$ cat config.mk
export PLATFORM = sky130hd
export DESIGN_NAME = ws_matvec_array
export DESIGN_NICKNAME = d
export VERILOG_FILES = /design/src/rtl/sa_pkg.sv /design/src/rtl/ws_mac_cell.sv /design/src/rtl/ws_datapath.sv /design/src/rtl/ws_control.sv /design/src/rtl/ws_matvec_array.sv
export SDC_FILE = /design/constraint.sdc
export NUM_CORES = 1
export LEC_CHECK = 0
export ABC_CLOCK_PERIOD_IN_PS = 5660
export BUFFER_PORTS_ARGS = -buffer_cell sky130_fd_sc_hd__buf_2
export CORE_MARGIN = 2
export CORE_UTILIZATION = 35
export CTS_CLUSTER_DIAMETER = 40
export DETAILED_ROUTE_END_ITERATION = 6
export PLACE_DENSITY = 0.51
export SYNTH_ARGS = -nofsm -noshare
export SYNTH_HDL_FRONTEND = slang
export SYNTH_SLANG_ARGS = --single-unit
$ cat constraint.sdc
create_clock -name clk -period 5.66 [get_ports clk]
set_input_delay 1.132 -clock clk [delete_from_list [all_inputs] [get_ports clk]]
set_output_delay 1.132 -clock clk [all_outputs]
set_load 0.02 [all_outputs]
$ cat src/rtl/sa_pkg.sv
package sa_pkg;
  // Strobes from the control block to the datapath
  typedef struct packed {
    logic shiftWgt;   // move the weight chain one column
    logic acceptVec;  // capture the presented vector
  } saStrobe_t;
endpackage

$ cat src/rtl/ws_mac_cell.sv
module ws_mac_cell #(
  parameter int ACT_W = 4,
  parameter int WGT_W = 4,
  parameter int ACC_W = 10
) (
  input  logic             clk,
  input  logic             rstN,
  input  logic [WGT_W-1:0] wgt,
  input  logic [ACT_W-1:0] act,
  input  logic [ACC_W-1:0] psumIn,
  output logic [ACC_W-1:0] psumOut
);
  localparam int PW = ACT_W + WGT_W;

  logic signed [PW-1:0]  wExt;
  logic signed [PW-1:0]  aExt;
  logic signed [PW-1:0]  product;
  logic signed [ACC_W:0] sumWide;

  assign wExt    = PW'($signed(wgt));
  assign aExt    = PW'($signed(act));
  assign product = wExt * aExt;
  assign sumWide = (ACC_W+1)'($signed(psumIn)) + (ACC_W+1)'(product);

  always_ff @(posedge clk) begin
    if (!rstN) psumOut <= '0;
    else       psumOut <= sumWide[ACC_W-1:0];
  end

  // the extra guard bit must always match the sign bit
  assert_no_overflow_R5: assert property (@(posedge clk) disable iff (!rstN)
    sumWide[ACC_W] == sumWide[ACC_W-1]);
endmodule

$ cat src/rtl/ws_datapath.sv
module ws_datapath
  import sa_pkg::*;
#(
  parameter int NUM_IN  = 4,
  parameter int NUM_OUT = 3,
  parameter int ACT_W   = 4,
  parameter int WGT_W   = 4,
  parameter int ACC_W   = 10
) (
  input  logic                     clk,
  input  logic                     rstN,
  input  saStrobe_t                strobe,
  input  logic [NUM_IN*WGT_W-1:0]  wgtIn,
  input  logic [NUM_IN*ACT_W-1:0]  vecIn,
  output logic [NUM_OUT*ACC_W-1:0] psumOut
);
  localparam int HOPS = (NUM_OUT > 1) ? NUM_OUT - 1 : 1;

  logic [WGT_W-1:0] wgtGrid [NUM_IN][NUM_OUT];
  logic [ACT_W-1:0] actHead [NUM_IN];
  logic [ACT_W-1:0] actHop  [NUM_IN][HOPS];
  logic [ACC_W-1:0] psumW   [NUM_IN+1][NUM_OUT];

  // Weight daisy chain: column 0 takes the port, others take their left neighbour
  always_ff @(posedge clk) begin
    if (!rstN) begin
      for (int i = 0; i < NUM_IN; i++)
        for (int k = 0; k < NUM_OUT; k++) wgtGrid[i][k] <= '0;
    end else if (strobe.shiftWgt) begin
      for (int i = 0; i < NUM_IN; i++) begin
        wgtGrid[i][0] <= wgtIn[i*WGT_W +: WGT_W];
        for (int k = 1; k < NUM_OUT; k++) wgtGrid[i][k] <= wgtGrid[i][k-1];
      end
    end
  end

  // Input skew: row i sees its element i cycles after capture
  for (genvar i = 0; i < NUM_IN; i++) begin : g_skew
    logic [ACT_W-1:0] gated;
    assign gated = strobe.acceptVec ? vecIn[i*ACT_W +: ACT_W] : '0;
    if (i == 0) begin : g_direct
      assign actHead[i] = gated;
    end else begin : g_delay
      logic [ACT_W-1:0] dly [i];
      always_ff @(posedge clk) begin
        if (!rstN) begin
          for (int d = 0; d < i; d++) dly[d] <= '0;
        end else begin
          dly[0] <= gated;
          for (int d = 1; d < i; d++) dly[d] <= dly[d-1];
        end
      end
      assign actHead[i] = dly[i-1];
    end
  end

  // Activation hops between neighbouring columns
  always_ff @(posedge clk) begin
    if (!rstN) begin
      for (int i = 0; i < NUM_IN; i++)
        for (int h = 0; h < HOPS; h++) actHop[i][h] <= '0;
    end else begin
      for (int i = 0; i < NUM_IN; i++) begin
        actHop[i][0] <= actHead[i];
        for (int h = 1; h < HOPS; h++) actHop[i][h] <= actHop[i][h-1];
      end
    end
  end

  for (genvar k = 0; k < NUM_OUT; k++) begin : g_col
    assign psumW[0][k] = '0;
    for (genvar i = 0; i < NUM_IN; i++) begin : g_row
      logic [ACT_W-1:0] cellAct;
      if (k == 0) begin : g_first
        assign cellAct = actHead[i];
      end else begin : g_rest
        assign cellAct = actHop[i][k-1];
      end
      ws_mac_cell #(.ACT_W(ACT_W), .WGT_W(WGT_W), .ACC_W(ACC_W)) u_cell (
        .clk    (clk),
        .rstN   (rstN),
        .wgt    (wgtGrid[i][k]),
        .act    (cellAct),
        .psumIn (psumW[i][k]),
        .psumOut(psumW[i+1][k])
      );
      // a resident weight only moves on a shift strobe
      assert_weight_held_R3: assert property (@(posedge clk) disable iff (!rstN)
        !strobe.shiftWgt |=> $stable(wgtGrid[i][k]));
    end
    assign psumOut[k*ACC_W +: ACC_W] = psumW[NUM_IN][k];
  end
endmodule

$ cat src/rtl/ws_control.sv
module ws_control
  import sa_pkg::*;
#(
  parameter int NUM_IN  = 4,
  parameter int NUM_OUT = 3
) (
  input  logic               clk,
  input  logic               rstN,
  input  logic               loadEn,
  input  logic               vecValid,
  output saStrobe_t          strobe,
  output logic [NUM_OUT-1:0] outValid
);
  localparam int VLEN = NUM_IN + NUM_OUT - 1;

  logic [VLEN-1:0] validSr;

  always_comb begin
    strobe.shiftWgt  = loadEn;
    strobe.acceptVec = vecValid & ~loadEn;
  end

  // Valid token follows the wavefront of each accepted vector
  always_ff @(posedge clk) begin
    if (!rstN) begin
      validSr <= '0;
    end else begin
      validSr[0] <= strobe.acceptVec;
      for (int j = 1; j < VLEN; j++) validSr[j] <= validSr[j-1];
    end
  end

  for (genvar k = 0; k < NUM_OUT; k++) begin : g_valid
    assign outValid[k] = validSr[NUM_IN-1+k];
  end

  // a load cycle never launches a vector
  assert_load_blocks_vec_R8: assert property (@(posedge clk) disable iff (!rstN)
    loadEn |=> !validSr[0]);
endmodule

$ cat src/rtl/ws_matvec_array.sv
module ws_matvec_array
  import sa_pkg::*;
#(
  parameter int NUM_IN  = 4,
  parameter int NUM_OUT = 3,
  parameter int ACT_W   = 4,
  parameter int WGT_W   = 4,
  localparam int ACC_W  = ACT_W + WGT_W + $clog2(NUM_IN)
) (
  input  logic                     clk,
  input  logic                     rstN,
  input  logic                     loadEn,
  input  logic [NUM_IN*WGT_W-1:0]  wgtIn,
  input  logic                     vecValid,
  input  logic [NUM_IN*ACT_W-1:0]  vecIn,
  output logic [NUM_OUT-1:0]       outValid,
  output logic [NUM_OUT*ACC_W-1:0] outData
);
  saStrobe_t strobe;

  ws_control #(.NUM_IN(NUM_IN), .NUM_OUT(NUM_OUT)) u_ctrl (
    .clk     (clk),
    .rstN    (rstN),
    .loadEn  (loadEn),
    .vecValid(vecValid),
    .strobe  (strobe),
    .outValid(outValid)
  );

  ws_datapath #(
    .NUM_IN(NUM_IN), .NUM_OUT(NUM_OUT),
    .ACT_W(ACT_W), .WGT_W(WGT_W), .ACC_W(ACC_W)
  ) u_dp (
    .clk    (clk),
    .rstN   (rstN),
    .strobe (strobe),
    .wgtIn  (wgtIn),
    .vecIn  (vecIn),
    .psumOut(outData)
  );

  for (genvar k = 0; k < NUM_OUT; k++) begin : g_chk
    // idle lanes carry zero
    assert_idle_zero_R9: assert property (@(posedge clk) disable iff (!rstN)
      !outValid[k] |-> (outData[k*ACC_W +: ACC_W] == '0));
    if (k < NUM_OUT - 1) begin : g_step
      // results stagger by one cycle per column
      assert_skew_step_R6: assert property (@(posedge clk) disable iff (!rstN)
        outValid[k] |=> outValid[k+1]);
    end
  end
endmodule

==> out/results.txt, run 1 <==
Status: complete, no violations
Multi-input gate area: 10700 sq um
Largest net degree at the start of global routing: 100
Chip width: 226 um
Syn avg cell area: 9.92 sq um
ANT nets after route: 0
GRT Util Overall: 13.7%
DIE AREA: 51000 sq um
H-tree Lvls: 2
RD Place Congestion: 0.803
Port bufs: 68
Count of cell types in the netlist: 54
Drt wl/cell: 13.0 um
Reg area: 4900 sq um
Total nets after synthesis: 2170
Max VDD drop: 170 uV
Fin crit period: 4.03 ns
Worst hold-check path type: flip-flop to flip-flop
Core ar.: 48700 sq um
Vias: 11232
Dpl hpwl: 25300 um
Worst-path clk slew: 0.05 ns
Placement Setup Slack: 0.971 ns
Worst slew pin tran: 0.905 ns
Crit-path max cell delay: 0.55 ns
Worst EP required: 6.11 ns
Vias/cell: 4.46
LEAKAGE: 0.0100 uW
Starting Density: 35.4%
CP startpoint: loadEn
Post-synthesis sequential area ratio: 28.4%
PnR worst setup slack: 1.63 ns
Layout cells sized above 1: 9.44%
Crit path max-delay cell type: fa_1
Routed length on met3: 1140 um
Fillers: 4818
Clk buf depth: 3
Worst setup EP type: flip-flop
Hold_buf cts: 0
Pre-antenna DRT Iters: 4
Async SR Flop Fraction: 0%
Synth Flop Type: dfxtp_1
CP Max Fanout: 29
Clock sink count: 221
Post-synth EDFFs: 48
CTS tree: built
Worst R2R Start: u_dp.wgtGrid[1][7]
Power density cells: 244 nW/um^2
RSZ-0062 raised after global routing: false
DR top layer: met4
Met2 Wirelength: 15500 um
Vias in the first global route: 12082
Worst skew pair latency: 0.57 ns
Startpoint Class: primary input
Final WL: 32600 um
Worst clock skew: 0.0262 ns
Rel. slew slack: 39.7%
Setup bufs post-CTS: 0
CP Cell Sequence: buf_2, nor2b_1, buf_4, nand3_1, fa_1, inv_1, fa_1, fa_1, ha_1, inv_1, fa_1, inv_1, a21o_1, a21oi_1, xnor2_1, nor2_1
Post-Syn Instances: 1738
GRT overflow: 0
Syn Std Cell Area: 17200 sq um
Cell repeated most along the worst path: fa_1
Fin crit share: 71.3%
Slew Viols, Final: 0
Area delta synth->final: 15.4%
Synthesis Warnings: 0
Placement Rows: 81
Resize count post-CTS: 0
Final hold viol count: 0
CTS Buf Count: 48
DRC Markers: 0
Final setup fails: 0
WL met1: 15400 um
Max cap viols: 0
First-pass GRT wire length: 56900 um
Setup TNS: 0 ns
Flops & latches, synth: 221
Initial antenna violation count: 0
Critical path data arrival time: 4.48 ns
WS Path Type: primary input to flip-flop
I/O pin cnt: 69
Root Driver: clkbuf_16
Nets: 2248
1st-iter DRT viols: 380
Fmax: 248 MHz
Worst hold start: u_dp.g_skew[3].g_delay.dly[0][3]
Die H: 226 um
[through the flow]
stage | power [uW] | hold slack (ns) | cell area, sq um | instances | utilization (%)
floorplan | 2010 | 0.412 | 17200 | 1738 | -
global placement | 2130 | 0.416 | 18300 | 2430 | 37.5
detailed placement | 2130 | 0.421 | 18300 | 2430 | 37.5
CTS | 4940 | 0.433 | 19900 | 2517 | 40.8
global route | 5080 | 0.442 | 19900 | 2517 | 40.8
finish | 4850 | 0.428 | 19900 | 2518 | 40.8
[placed cells by master (no fill, tap or decap), types with 5 or more instances in the layout]
master	count
and3_1	77
inv_6	6
nor4_1	10
a21o_1	13
dfxtp_1	173
edfxtp_1	48
ha_1	213
fa_1	183
buf_4	7
nor3b_1	6
clkbuf_16	49
mux2i_1	7
o21ai_0	31
o21a_1	7
a211oi_1	9
nor3_1	18
xor2_1	20
mux2_2	9
clkinv_2	5
a21oi_1	28
nand2b_1	22
inv_1	384
clkinv_4	5
xnor2_1	52
buf_2	67
nor2_1	58
and2_1	188
nor2b_1	28
nand3_1	11
nand2_1	40
o211ai_1	5
[sequential cells by signal, summed over array words and instances (netlist names)]
name / flops
u_ctrl.validSr: 6
u_dp.actHop: 32
u_dp.g_col.g_row.u_cell.psumOut: 111
u_dp.g_skew.g_delay.dly: 24
u_dp.wgtGrid: 48
[path summary, 6_finish.rpt]
check	end	slack, ns	cells after the start
worst max-delay path	u_dp.g_col[0].g_row[0].u_cell.psumOut[7]	1.63	16
worst min-delay path	u_dp.g_skew[3].g_delay.dly[0][7]	0.43	1
worst max register to register	u_dp.g_col[1].g_row[2].u_cell.psumOut[8]	1.84	11
worst min register to register	u_dp.g_skew[3].g_delay.dly[0][7]	0.43	1
[report_power, final]
group          switching [uW]  internal (uW)  leakage, uW
registers                51.9           1680      0.00193
logic                     213            151      0.00730
clock network             931           1830     0.000793
[worst max-delay path: cells and delay by family]
family | cells | cell delay [ns]
XOR/XNOR | 1 | 0.13
buffers and inverters | 5 | 0.56
adder cells (fa/ha/maj) | 5 | 2.12
AO/OA/AOI/OAI | 2 | 0.17
AND/OR/NAND/NOR | 3 | 0.36
[synth_stat cells, drive strengths merged (4+ instances only)]
cell    number  area [sq um]
a211oi      11          92.6
buf         16          83.8
dfxtp      173          3460
o21a         7          52.6
nor3b        6          45.0
inv        385          1450
xor2        20           175
nor2        59           224
nand3       11          55.1
fa         183          3660
mux2i        7          70.1
a21oi       29           149
mux2         9           101
nor2b       28           175
nor4        10          62.6
clkbuf      30           113
a21o        13          97.6
nand2b      23           144
edfxtp      48          1440
o211ai       5          37.5
ha         213          2670
nand3b       4          30.0
xnor2       52           455
and2       188          1180
nand2       40           150
nor3        18          90.1
and3        77           482
o21ai       33           165
[layout make-up]
type / count / share of cell area [%]
sequential: 221 / 24.7
inverter: 385 / 7.27
timing repair buffer: 74 / 1.95
tap: 664 / 4.18
clock inverter: 31 / 1.65
multi-input combinational: 1086 / 53.8
antenna: 1 / 0.0126
clock buffer: 56 / 6.50
[layer usage]
metal / vias up / GRT usage, %
li1: 5620 / -
met1: 5429 / 17.3
met2: 137 / 23.7
met3: 46 / 2.90
met4: 0 / 3.70
met5: - / 0
[kinds of logic (layout without fill, tap and decap cells)]
kind of cell / count (synthesis) / count (layout) / synth area share, %
simple gates: 482 / 482 / 16.1
compound gates: 120 / 120 / 4.56
other cells: 0 / 1 / 0
flops: 221 / 221 / 28.4
xor+xnor: 72 / 72 / 3.66
mux: 16 / 16 / 0.994
fa+ha+maj: 396 / 396 / 36.7
buf+inv: 431 / 546 / 9.52
(Power assumes the default switching activity.)
==> run 2, diff against run 1 <==
Settings changed: ABC_CLOCK_PERIOD_IN_PS 5660 to 3400, PLACE_DENSITY 0.51 to 0.53.
Clock period 5.66 ns to 3.4 ns, I/O delays scaled along.
==> run 2 against run 1 <==
  * Design area grew 12%
  * Worst hold slack lost 0.088 ns
  * First-iteration DRC count shrank 46%
  * Critical endpoint is now u_dp.g_col[1].g_row[2].u_cell.psumOut[8]
  * Clock skew is essentially flat
  * The run now ends with setup timing left
  * Die area is the same
  * Via count grew 5.5%
  * Sequential power grew 66%
  * Non-clock buffer count grew 165
  * Power grew 68%
  * Setup slack lost 1.8 ns
==> out/results.txt, run 2 (same netlist as run 1, synthesis figures left out) <==
Die H: 226 um
Vias: 11847
WL met1: 15400 um
ANT nets after route: 0
Worst R2R Setup Slack: -0.13 ns
Slew Viols, Final: 0
Antenna cells: 0
Design Area, Final: 22300 sq um
Crit-path max cell delay: 0.53 ns
Worst setup EP type: flip-flop
Clk buf depth: 3
Fin crit share: 104%
CTS tree: built
GRT Util Overall: 14.0%
Fillers: 4617
DR top layer: met4
Largest net degree at the start of global routing: 98
Nets: 2411
PnR worst setup slack: -0.131 ns
I/O pin cnt: 69
Fin Hold WS: 0.340 ns
Final WL: 34500 um
WS Path Type: flip-flop to flip-flop
Initial antenna violation count: 0
Vias in the first global route: 12603
Chip width: 226 um
Worst EP required: 3.82 ns
Multi-input gate area: 11800 sq um
Max FFs per register: 111
Port bufs: 68
CP Cell Sequence: and2_4, fa_1, inv_1, fa_1, fa_1, fa_2, and2b_1, o21a_1, o21a_1, mux2i_1, a311o_1
Worst slew pin tran: 0.573 ns
Dpl hpwl: 26000 um
Fin cells: 2681
1st-iter DRT viols: 205
Starting Density: 35.4%
Routed length on met3: 1190 um
Met2 Wirelength: 17200 um
Area delta synth->final: 29.1%
Status: complete, but fails checks
Worst hold-check path type: primary input to flip-flop
Core ar.: 48700 sq um
Cell repeated most along the worst path: fa_1
Register bank with the most flops: u_dp.g_col.g_row.u_cell.psumOut
LEAKAGE: 0.0109 uW
Layout cells sized above 1: 26.0%
Rel. slew slack: 61.8%
Fin crit period: 3.53 ns
Pre-antenna DRT Iters: 6
Inst Count DP: 2556
Worst clock skew: 0.0262 ns
Fmax: 283 MHz
Worst skew pair latency: 0.56 ns
Max cap viols: 0
Dpl cell area: 19300 sq um
Drt wl/cell: 12.9 um
Placement Rows: 81
Commonest non-fill, non-tap cell in the layout: inv_1
Root Driver: clkbuf_16
Final setup fails: 6
GRT overflow: 0
H-tree Lvls: 2
Final hold viol count: 0
Clock sink count: 221
RSZ-0062 raised after global routing: true
Max VDD drop: 315 uV
Hold_buf cts: 0
Reg area: 4910 sq um
Crit path max-delay cell type: fa_1
Vias/cell: 4.42
CTS Buf Count: 46
DIE AREA: 51000 sq um
Core Util, Final: 45.7%
Power density cells: 367 nW/um^2
Biggest regs: u_dp.g_col.g_row.u_cell.psumOut x111, u_dp.wgtGrid x48, u_dp.actHop x32
RD Place Congestion: 0.817
Critical path data arrival time: 3.95 ns
First-pass GRT wire length: 58000 um
Worst-path clk slew: 0.05 ns
CP Max Fanout: 4
DRC Markers: 0
Commonest non-fill, non-tap cells in the layout: inv_1 (356), dfxtp_1 (170), fa_1 (168)
Failing checks: setup timing
Startpoint Class: flip-flop
-- run 2: cell count changes in the layout (fill, tap and decap cells not counted), moves of 25 or more --
cell    before  now
buf_4        7  153
inv_2        1   29
and2_1     188  163
inv_1      384  356
ha_4         0   43
and2_4       0   25
ha_1       213  163
-- run 2: repair_timing --
item | CTS | global route
buffers inserted | 17 | 27
pin swaps | 49 | 132
resized for setup | 68 | 177
endpoints found under the setup margin | 25 | 35
-- run 2: layout make-up --
type                       instances  area share, %
timing repair buffer             239           7.67
tap                              664           3.73
sequential                       221           22.1
clock inverter                    29           1.43
inverter                         385           6.49
clock buffer                      57           5.63
multi-input combinational       1086           53.0
-- run 2: worst paths after layout --
path | cells past startpoint | to | from
max | 11 | u_dp.g_col[1].g_row[2].u_cell.psumOut[8] | u_dp.wgtGrid[1][7]
min | 2 | u_dp.g_skew[1].g_delay.dly[0][3] | vecIn[7]
max reg2reg | 11 | u_dp.g_col[1].g_row[2].u_cell.psumOut[8] | u_dp.wgtGrid[1][7]
min reg2reg | 1 | u_dp.g_skew[2].g_delay.dly[0][5] | u_dp.g_skew[2].g_delay.dly[0][1]
-- run 2: routing by layer --
| layer | global-route usage [%] | vias to the layer above |
|---|---|---|
| met5 | 0 | - |
| met4 | 4.08 | 0 |
| met3 | 2.64 | 55 |
| met2 | 25.2 | 135 |
| met1 | 16.9 | 5704 |
| li1 | - | 5953 |
-- run 2: worst max-delay path, delay by kind of cell, from the launching register on --
family                     cells  cell delay, ns
and+or+nand+nor                2            0.42
DFF                            1            0.42
muxes                          1            0.08
buffers and inverters          1            0.05
AOI/OAI and AO/OA              3            0.58
adders and majority gates      4            1.84
-- run 2: report_power, final --
| part | internal, uW | switching (uW) |
|---|---|---|
| registers | 2800 | 71.5 |
| logic | 390 | 435 |
| clock network | 2950 | 1530 |
-- run 2: per-stage QoR --
| step | setup slack [ns] | setup TNS, ns | power [uW] |
|---|---|---|---|
| 3_3_place_gp | -0.522 | -2.67 | 3620 |
| 5_1_grt | -0.234 | -2.27 | 8550 |
| 4_1_cts | -0.146 | -0.379 | 8220 |
| 6_report | -0.131 | -0.327 | 8180 |
| 3_5_place_dp | -0.570 | -3.53 | 3630 |
| 2_1_floorplan | -0.364 | -0.743 | 3360 |
